$ cat config.mk
export PLATFORM = sky130hd
export DESIGN_NAME = chan_timer
export DESIGN_NICKNAME = d
export VERILOG_FILES = /design/src/rtl/chan_timer_pkg.sv /design/src/rtl/chan_timer_regs.sv /design/src/rtl/chan_timer_core.sv /design/src/rtl/chan_timer.sv
export SDC_FILE = /design/constraint.sdc
export NUM_CORES = 1
export LEC_CHECK = 0
export BUFFER_PORTS_ARGS = -buffer_cell sky130_fd_sc_hd__buf_2
export CAP_MARGIN = 15
export CORE_ASPECT_RATIO = 1.2
export CORE_MARGIN = 2
export CORE_UTILIZATION = 55
export CTS_CLUSTER_DIAMETER = 200
export CTS_CLUSTER_SIZE = 10
export DETAILED_ROUTE_END_ITERATION = 8
export MAX_ROUTING_LAYER = met4
export PLACE_DENSITY = 0.77
export REMOVE_ABC_BUFFERS = 1
export SETUP_SLACK_MARGIN = 0.5
export SYNTH_ARGS = -nofsm -noshare
export SYNTH_HDL_FRONTEND = slang
export SYNTH_SLANG_ARGS = --single-unit
export TNS_END_PERCENT = 50
$ cat constraint.sdc
create_clock -name clk -period 5.13 [get_ports clk]
set_input_delay 0.2565 -clock clk [delete_from_list [all_inputs] [get_ports clk]]
set_output_delay 0.2565 -clock clk [all_outputs]
set_load 0.01 [all_outputs]
$ cat src/rtl/chan_timer_pkg.sv
// Package: shared mode type and register byte offsets for the channel timer.
// Assumes byte addressing; offsets are fixed because software decodes them.
package chan_timer_pkg;

    typedef enum logic {
        MODE_INTERVAL = 1'b0,
        MODE_FREE     = 1'b1
    } tmr_mode_e;

    localparam int unsigned OFS_CMP    = 'h00;
    localparam int unsigned OFS_COUNT  = 'h04;
    localparam int unsigned OFS_STATUS = 'h10;
    localparam int unsigned OFS_START  = 'h14;
    localparam int unsigned OFS_STOP   = 'h18;
    localparam int unsigned OFS_CTRL   = 'h20;

    // Bit position of the mode field inside the control register
    localparam int unsigned MODE_BIT   = 1;

endpackage

$ cat src/rtl/chan_timer_regs.sv
// Module: chan_timer_regs
// Register decode for one timer channel. It holds the compare and mode
// registers, turns writes to the trigger addresses into single-cycle
// start/stop strobes, and muxes read data.
// Assumes: DATA_W is a multiple of 8; bus accesses complete in one cycle.
module chan_timer_regs
    import chan_timer_pkg::*;
#(
    parameter int DATA_W = 32,
    parameter int ADDR_W = 6
) (
    input  logic              clk,
    input  logic              rst_n,
    input  logic              bus_sel,
    input  logic              bus_wr,
    input  logic [ADDR_W-1:0] bus_addr,
    input  logic [DATA_W-1:0] bus_wdata,
    input  logic [DATA_W/8-1:0] bus_be,
    input  logic [DATA_W-1:0] cnt_val,
    input  logic              run_st,
    output logic [DATA_W-1:0] cmp_q,
    output tmr_mode_e         mode_q,
    output logic              start_pulse,
    output logic              stop_pulse,
    output logic [DATA_W-1:0] bus_rdata
);

    localparam int NBYTES = DATA_W / 8;

    logic wr_en;
    logic hit_cmp, hit_cnt, hit_stat, hit_ctrl, hit_start, hit_stop;
    logic [7:0] lane_q [NBYTES];

    // Address decode on the full byte address
    always_comb begin
        hit_cmp   = (bus_addr == ADDR_W'(OFS_CMP));
        hit_cnt   = (bus_addr == ADDR_W'(OFS_COUNT));
        hit_stat  = (bus_addr == ADDR_W'(OFS_STATUS));
        hit_ctrl  = (bus_addr == ADDR_W'(OFS_CTRL));
        hit_start = (bus_addr == ADDR_W'(OFS_START));
        hit_stop  = (bus_addr == ADDR_W'(OFS_STOP));
    end

    assign wr_en = bus_sel && bus_wr;

    // Trigger strobes: need lane 0 enabled and data bit 0 set
    assign start_pulse = wr_en && hit_start && bus_be[0] && bus_wdata[0];
    assign stop_pulse  = wr_en && hit_stop  && bus_be[0] && bus_wdata[0];

    // Compare register: one independently enabled byte per lane
    for (genvar b = 0; b < NBYTES; b++) begin : g_lane
        // Capture this byte of the compare value on an enabled write
        always_ff @(posedge clk) begin
            if (!rst_n) begin
                lane_q[b] <= '0;
            end else if (wr_en && hit_cmp && bus_be[b]) begin
                lane_q[b] <= bus_wdata[b*8 +: 8];
            end
        end
        assign cmp_q[b*8 +: 8] = lane_q[b];
    end

    // Control register: only the mode bit is stored
    always_ff @(posedge clk) begin
        if (!rst_n) begin
            mode_q <= MODE_INTERVAL;
        end else if (wr_en && hit_ctrl && bus_be[0]) begin
            mode_q <= tmr_mode_e'(bus_wdata[MODE_BIT]);
        end
    end

    // Read mux; trigger and unmapped addresses return zero
    always_comb begin
        bus_rdata = '0;
        if (hit_cmp) begin
            bus_rdata = cmp_q;
        end else if (hit_cnt) begin
            bus_rdata = cnt_val;
        end else if (hit_stat) begin
            bus_rdata[0] = run_st;
        end else if (hit_ctrl) begin
            bus_rdata[MODE_BIT] = mode_q;
        end
    end

endmodule

$ cat src/rtl/chan_timer_core.sv
// Module: chan_timer_core
// Counting engine for one timer channel. Interval mode loads the compare
// value and counts down, reloading and pulsing irq after reaching zero.
// Free mode counts up from zero and pulses irq one clock after a match.
// Assumes start and stop strobes are never high in the same cycle.
module chan_timer_core
    import chan_timer_pkg::*;
#(
    parameter int CNT_W = 32
) (
    input  logic             clk,
    input  logic             rst_n,
    input  logic             start_pulse,
    input  logic             stop_pulse,
    input  logic [CNT_W-1:0] cmp_in,
    input  tmr_mode_e        mode_in,
    output logic [CNT_W-1:0] cnt_q,
    output logic             run_q,
    output logic [CNT_W-1:0] act_cmp_q,
    output tmr_mode_e        act_mode_q,
    output logic             irq_q
);

    logic cnt_zero;
    logic cnt_match;

    assign cnt_zero  = (cnt_q == '0);
    assign cnt_match = (cnt_q == act_cmp_q);

    // Run state, latched settings, counter and event pulse
    always_ff @(posedge clk) begin
        if (!rst_n) begin
            run_q      <= 1'b0;
            cnt_q      <= '0;
            act_cmp_q  <= '0;
            act_mode_q <= MODE_INTERVAL;
            irq_q      <= 1'b0;
        end else if (start_pulse) begin
            run_q      <= 1'b1;
            act_cmp_q  <= cmp_in;
            act_mode_q <= mode_in;
            cnt_q      <= (mode_in == MODE_FREE) ? '0 : cmp_in;
            irq_q      <= 1'b0;
        end else if (stop_pulse) begin
            run_q <= 1'b0;
            irq_q <= 1'b0;
        end else if (run_q) begin
            if (act_mode_q == MODE_INTERVAL) begin
                if (cnt_zero) begin
                    cnt_q     <= cmp_in;
                    act_cmp_q <= cmp_in;
                    irq_q     <= 1'b1;
                end else begin
                    cnt_q <= cnt_q - 1'b1;
                    irq_q <= 1'b0;
                end
            end else begin
                cnt_q <= cnt_q + 1'b1;
                irq_q <= cnt_match;
            end
        end else begin
            irq_q <= 1'b0;
        end
    end

endmodule

$ cat src/rtl/chan_timer.sv
// Module: chan_timer (top)
// One memory-mapped timer channel: register decode plus counting engine.
// Assumes a single clock domain and synchronous active-low reset.
module chan_timer
    import chan_timer_pkg::*;
#(
    parameter int DATA_W = 32,
    parameter int ADDR_W = 6
) (
    input  logic                clk,
    input  logic                rst_n,
    input  logic                bus_sel,
    input  logic                bus_wr,
    input  logic [ADDR_W-1:0]   bus_addr,
    input  logic [DATA_W-1:0]   bus_wdata,
    input  logic [DATA_W/8-1:0] bus_be,
    output logic [DATA_W-1:0]   bus_rdata,
    output logic                irq
);

    logic [DATA_W-1:0] cmp_w;
    logic [DATA_W-1:0] cnt_w;
    logic [DATA_W-1:0] act_cmp_w;
    tmr_mode_e         mode_w;
    tmr_mode_e         act_mode_w;
    logic              start_w;
    logic              stop_w;
    logic              run_w;

    chan_timer_regs #(
        .DATA_W(DATA_W),
        .ADDR_W(ADDR_W)
    ) u_regs (
        .clk        (clk),
        .rst_n      (rst_n),
        .bus_sel    (bus_sel),
        .bus_wr     (bus_wr),
        .bus_addr   (bus_addr),
        .bus_wdata  (bus_wdata),
        .bus_be     (bus_be),
        .cnt_val    (cnt_w),
        .run_st     (run_w),
        .cmp_q      (cmp_w),
        .mode_q     (mode_w),
        .start_pulse(start_w),
        .stop_pulse (stop_w),
        .bus_rdata  (bus_rdata)
    );

    chan_timer_core #(
        .CNT_W(DATA_W)
    ) u_core (
        .clk        (clk),
        .rst_n      (rst_n),
        .start_pulse(start_w),
        .stop_pulse (stop_w),
        .cmp_in     (cmp_w),
        .mode_in    (mode_w),
        .cnt_q      (cnt_w),
        .run_q      (run_w),
        .act_cmp_q  (act_cmp_w),
        .act_mode_q (act_mode_w),
        .irq_q      (irq)
    );

endmodule

# ---- Word-level counts from Yosys, hierarchy flattened
# Memory sizes are Yosys's and may differ from the RTL's.
# Cells that the tools add are included.
dict set report word_totals {
  n_memories 1
  register_bits 68
  ram_bits 32
  output_inout_bits 33
}
dict set report op_classes {
  n_reduce_logical 22
  n_bitwise 6
  mux 38
  n_addsub 2
  n_eq_ne 8
}
# memory depth word_bits read_ports rd_ports_with_merged_regs write_ports line
set mem_list {}
lappend mem_list {u_regs.lane_q 4 8 4 0 4 chan_timer_regs.sv:32} ;# logic [7:0] lane_q [NBYTES];
# cell n
set op_table {}
lappend op_table {{two-way mux 32 bit} 12}
lappend op_table {{adder 32 x 1 -> 32 bit, second input constant} 1}
lappend op_table {{equality test 32 bit} 1}
lappend op_table {{logical NOT 32 bit} 1}
lappend op_table {{two-way mux 8 bit} 4}
lappend op_table {{subtractor 32 x 1 -> 32 bit, second input constant} 1}
lappend op_table {{two-way mux 30 bit} 1}
lappend op_table {{two-way mux 1 bit} 20}
lappend op_table {{equality test 6 x 5 -> 1 bit, second input constant} 3}
lappend op_table {{logical AND 1 bit} 14}
lappend op_table {{equality test 6 x 3 -> 1 bit, second input constant} 1}
lappend op_table {{equality test 6 bit, second input constant} 1}
lappend op_table {{logical NOT 6 bit} 1}
lappend op_table {{nonzero test 2 bit} 3}
lappend op_table {{!= test 2 bit, second input constant} 2}
lappend op_table {{OR 1 bit} 4}
lappend op_table {{AND reduction 4 bit} 1}
lappend op_table {{OR reduction 4 bit} 1}
lappend op_table {{two-way mux 2 bit} 1}
lappend op_table {{inverter 1 bit} 2}
lappend op_table {{AND reduction 2 bit} 1}

# ---- Depth between registers and ports, before layout
dict set report logic_depth {
  depth_word 7
  mapped_depth 11
  depth_no_buf 8
}

# ---- Modules after synthesis
# Synthesis repeated with hierarchy kept, for this count alone.
dict set report hier_totals {
  cells_unflattened 846
  area_unflattened_um2 7049.3
}
# module seq_area_each_um2 n_inst area_each_um2 cells_each
set modules_own_cells {}
lappend modules_own_cells {chan_timer_core 1341.3 1 5255.0 701}
lappend modules_own_cells {chan_timer_regs 980.9 1 1794.2 145}

# ---- Least setup slack after synthesis
# OpenSTA, ideal clock, no wires.
dict set report synth_timing {
  kind {register to register}
  from {reg u_core.cnt_q[0]}
  to {reg u_core.act_cmp_q[0]}
  synth_period_minus_slack_ns 2.492
  setup_ns 0.128
  required_ns 5.002
  t_arrival_ns 2.365
  slack_ns 2.638
  path_stages_with_launch 12
  path_cell_list {dfxtp_1 > buf_6 > inv_1 > ha_1 > nor4b_1 > nand4_1 > or3_1 > buf_2 > o311ai_4 > buf_6 > mux2i_1 > nor2_1}
}
dict set report synth_via {
  elab_chain_cells 3
}
# item line
set synth_lines {}
lappend synth_lines {{from (decl)} chan_timer_core.sv:17} ;# output logic [CNT_W-1:0] cnt_q,
lappend synth_lines {{from (signal assigned)} chan_timer_core.sv:42} ;# cnt_q <= (mode_in == MODE_FREE) ? '0 : cmp_in;
lappend synth_lines {{from (signal assigned)} chan_timer_core.sv:50} ;# cnt_q <= cmp_in;
lappend synth_lines {{from (signal assigned)} chan_timer_core.sv:54} ;# cnt_q <= cnt_q - 1'b1;
lappend synth_lines {{logical NOT 32 bit} chan_timer_core.sv:27} ;# assign cnt_zero = (cnt_q == '0);
lappend synth_lines {{nonzero test 2 bit (no source line)} n/a}
lappend synth_lines {{AND reduction 4 bit (no source line)} n/a}
lappend synth_lines {{to (signal assigned)} chan_timer_core.sv:40} ;# act_cmp_q <= cmp_in;
lappend synth_lines {{to (signal assigned)} chan_timer_core.sv:51} ;# act_cmp_q <= cmp_in;
lappend synth_lines {{to (decl)} chan_timer_core.sv:19} ;# output logic [CNT_W-1:0] act_cmp_q,
# Every way passes these cells.
# A chain may end at the register's enable or synchronous reset.

# ---- Worst setup path in the final report
dict set report layout_timing {
  from {reg u_core.cnt_q[0]}
  to {reg u_core.act_cmp_q[23]}
}
# The elaborated chain is that of the path after synthesis.

==> flow_metrics.py <==
metrics = {
    "setup_path": {
        "slowest_delay_ns": 0.76,
        "start_kind": "flop",
        "required_ns": 5.35,
        "rr_endpoint": "u_core.act_cmp_q[23]$_SDFFE_PN0P_",
        "critPathBufInv": 2,
        "crit_arrival_ns": 3.51,
        "crit_path_max_fanout": 22,
        "reg2reg_depth": 9,
        "cp_cell_sequence": "inv_1 > ha_1 > nor4b_1 > nand4_1 > or3_1 > o311ai_4 > buf_12 > mux2i_1 > nor2_1",
        "r2r_slack_ns": 1.84,
        "end_kind": "flop",
        "critPathSlowestCell": "o311ai_4",
        "reg2reg_from": "u_core.cnt_q[0]$_SDFFE_PN0P_",
        "critPathTopFamily": "simple AND/OR/NAND/NOR gates",
        "critPathKind": "reg2reg",
    },
    "route": {
        "vias": 6598,
        "routedWlPerCell_um": 22.3,
        "first_pass_iters": 6,
        "drt-total-wl_mm": 21.9,
        "drtIter0Drc": 604,
        "drc_errors": 0,
        "ant_nets": 0,
        "via_per_inst": 6.73,
    },
    "worst_hold_path": {
        "min_path_cells": 2,
        "worstHoldPathType": "in2reg",
        "hold_end": "u_regs.lane_q[2][3]$_SDFFCE_PN0P_",
        "hold_start": "bus_wdata[19]",
    },
    "synthesis": {
        "synth_edf_count": 32,
        "syn_avg_cell_area_um2": 8.61,
        "ys.flop_type": "dfxtp_1",
        "synthCells": 783,
        "synth_area_um2": 6740,
        "synth.yosys.seq_area_share_pct": 34.4,
        "synth_warnings": 0,
        "ys_async_sr_fraction_pct": 0,
        "synth.distinct_cells": 82,
        "synth_seq_cells": 100,
    },
    "finish": {
        "layout_common_cells": "nor2_1, buf_2, dfxtp_1, xnor2_1, nand2_1",
        "syn2layout_area_growth_pct": 10.1,
        "mostFrequentLayoutCell": "nor2_1",
        "layout-drive-gt1-share_pct": 16.7,
        "final_net_count": 864,
        "diodes": 0,
    },
    "power": {
        "leakagePower_nw": 2.80,
        "p_int_mw": 1.25,
        "pwr-share-comb_pct": 11.8,
        "power_mw": 1.70,
        "seq_power_share_pct": 50.2,
        "power.share.switching_pct": 26.5,
        "vdd_drop_max_mv": 0.270,
        "switching_power_mw": 0.450,
        "clockPowerShare_pct": 38.0,
        "power_density_nw_per_um2": 229,
    },
    "cts": {
        "htreeDepth": 3,
        "cts.sinks": 100,
        "numCtsBuffers": 9,
        "clk_latency_ns": 0.35,
        "cts_setup_buffers": 0,
        "cts_root_buffer": "clkbuf_16",
        "post_cts_resized": 0,
        "clockBufferDepth": 2,
        "tritoncts": "done",
        "cts_hold_buf": 0,
        "clk_pin_slew_worst_paths_ns": 0.07,
    },
    "global_routing": {
        "first_global_vias": 6295,
        "antenna_found_initial": 0,
        "grt_max_degree": 47,
        "track_usage_pct": 34.5,
        "grt_overflow": 0,
        "grt_first_pass_wirelength_mm": 34.2,
    },
    "timing": {
        "relSlewSlack_pct": 17.7,
        "worst_pin_slew_ns": 1.23,
        "fin_crit_sh_pct": 64.2,
        "maxSlewViolCount": 0,
        "layout_min_cycle_time_ns": 3.29,
        "hold_viol_final": 0,
        "timing.setup.tns_ns": 0,
        "final.setup.worst_slack_ns": 1.84,
        "finalSetupViolations": 0,
        "fin_skew_ns": 0.00753,
        "grt_setup_unrepaired": "false",
        "fmax_mhz": 304,
    },
    "placed_design": {
        "gp_congestion": 0.980,
        "preCtsSetupSlack_ns": 1.90,
        "io_buffer_count": 78,
        "hpwl_mm": 15.0,
    },
    "floorplanning": {
        "ios": 79,
        "start_util_pct": 55.9,
        "die_width_um": 105,
        "die_h_um": 125,
        "die_area_um2": 13200,
        "core_um2": 12100,
        "rows": 44,
    },
    "outcome": {
        "status": "finished, final reports clean",
    },
    "job": {
        "max_cap_violations": 0,
    },
}
## cells by family after synthesis
logic type | after synthesis | share of synthesized area [%]
xor+xnor | 64 | 8.31
simple gates | 301 | 24.3
buf+inv | 83 | 5.57
fa+ha+maj | 3 | 0.557
flops | 100 | 34.4
compound gates | 198 | 21.7
mux | 34 | 5.05
## power groups by stage
stage               Clock, mW  Sequential (mW)  Combinational [mW]
detailed placement          0            0.870               0.196
global placement            0            0.869               0.191
CTS                     0.650            0.852               0.196
global route            0.686            0.854               0.217
finish                  0.645            0.852               0.201
floorplan                   0            0.861               0.121
## Yosys cell counts (all sizes together) (4+ instances only)
library cell,count,share of area (%)
mux2i,34,5.0
o21ai,35,2.6
inv,9,0.50
nor2,80,4.5
nor4,21,2.9
a2111oi,8,1.2
dfxtp,68,20
buf,26,2.4
xor2,16,2.1
and3,13,1.2
clkbuf,47,2.6
a211oi,5,0.63
nand2,45,2.5
o41ai,4,0.63
a21oi,36,2.7
xnor2,48,6.2
or3,9,0.83
o31ai,5,0.56
and2,33,3.1
o31a,4,0.52
edfxtp,32,14
nand3,26,1.9
a22o,33,4.3
a221oi,9,1.2
nand4,23,2.2
a211o,6,0.78
o21a,5,0.56
or4,8,1.1
nor3,23,1.9
a31oi,10,0.93
## routing by layer
layer | GRT usage (%) | part of all wire, % | vias up
met5 | - | 0 | -
met4 | 16.3 | 4.8 | 0
met3 | 5.89 | 8.1 | 89
met2 | 56.6 | 49 | 345
met1 | 41.3 | 38 | 3172
li1 | - | - | 2992
## final cells by class
| class | count | area [µm²] |
|---|---|---|
| clock buffers | 12 | 246 |
| clock inverters | 4 | 25.0 |
| fillers | 1108 | 4630 |
| inverters | 10 | 37.5 |
| multi-input cells | 600 | 4070 |
| flip-flops and latches | 100 | 2320 |
| well taps | 161 | 201 |
| repair buffers | 94 | 523 |
## metrics by stage
stage | std cells | util [%] | cell area, µm² | hold WS (ns)
6_report | 981 | 61.6 | 7420 | 0.176
5_1_grt | 981 | 61.6 | 7420 | 0.174
4_1_cts | 981 | 61.6 | 7420 | 0.170
3_5_place_dp | 965 | 59.3 | 7150 | 0.501
3_3_place_gp | 965 | 59.3 | 7150 | 0.494
2_1_floorplan | 710 | - | 6400 | 0.374
## how the worst max path moves through the flow
| stage | start | to | slack [ns] | depth (start not counted) |
|---|---|---|---|---|
| 3_5_place_dp | u_core.cnt_q[0]$_SDFFE_PN0P_ | u_core.act_cmp_q[23]$_SDFFE_PN0P_ | 1.90 | 9 |
| 2_1_floorplan | bus_addr[1] | bus_rdata[1] | 1.32 | 4 |
| 5_1_grt | u_core.cnt_q[0]$_SDFFE_PN0P_ | u_core.act_cmp_q[8]$_SDFFE_PN0P_ | 1.63 | 9 |
| 6_report | u_core.cnt_q[0]$_SDFFE_PN0P_ | u_core.act_cmp_q[23]$_SDFFE_PN0P_ | 1.84 | 9 |
| 4_1_cts | u_core.cnt_q[0]$_SDFFE_PN0P_ | u_core.act_cmp_q[18]$_SDFFE_PN0P_ | 1.87 | 9 |
| 3_3_place_gp | u_core.cnt_q[0]$_SDFFE_PN0P_ | u_core.act_cmp_q[26]$_SDFFE_PN0P_ | 1.96 | 9 |
## worst reg2reg max path, delay by kind of cell (launching register included)
family | cells | cell delay, ns
compound gates | 1 | 0.76
fa+ha+maj | 1 | 0.15
buf+inv | 2 | 0.45
flops | 1 | 0.41
mux | 1 | 0.24
simple gates | 4 | 1.14
## sequential cells by signal, summed over array words and instances (netlist names)
signal	cells
u_core.cnt_q	32
u_core.act_cmp_q	32
u_regs.lane_q	32
u_core.irq_q	1
u_core.act_mode_q	1
u_regs.mode_q	1
u_core.run_q	1
Note: power is estimated with default switching activity, not from simulation.
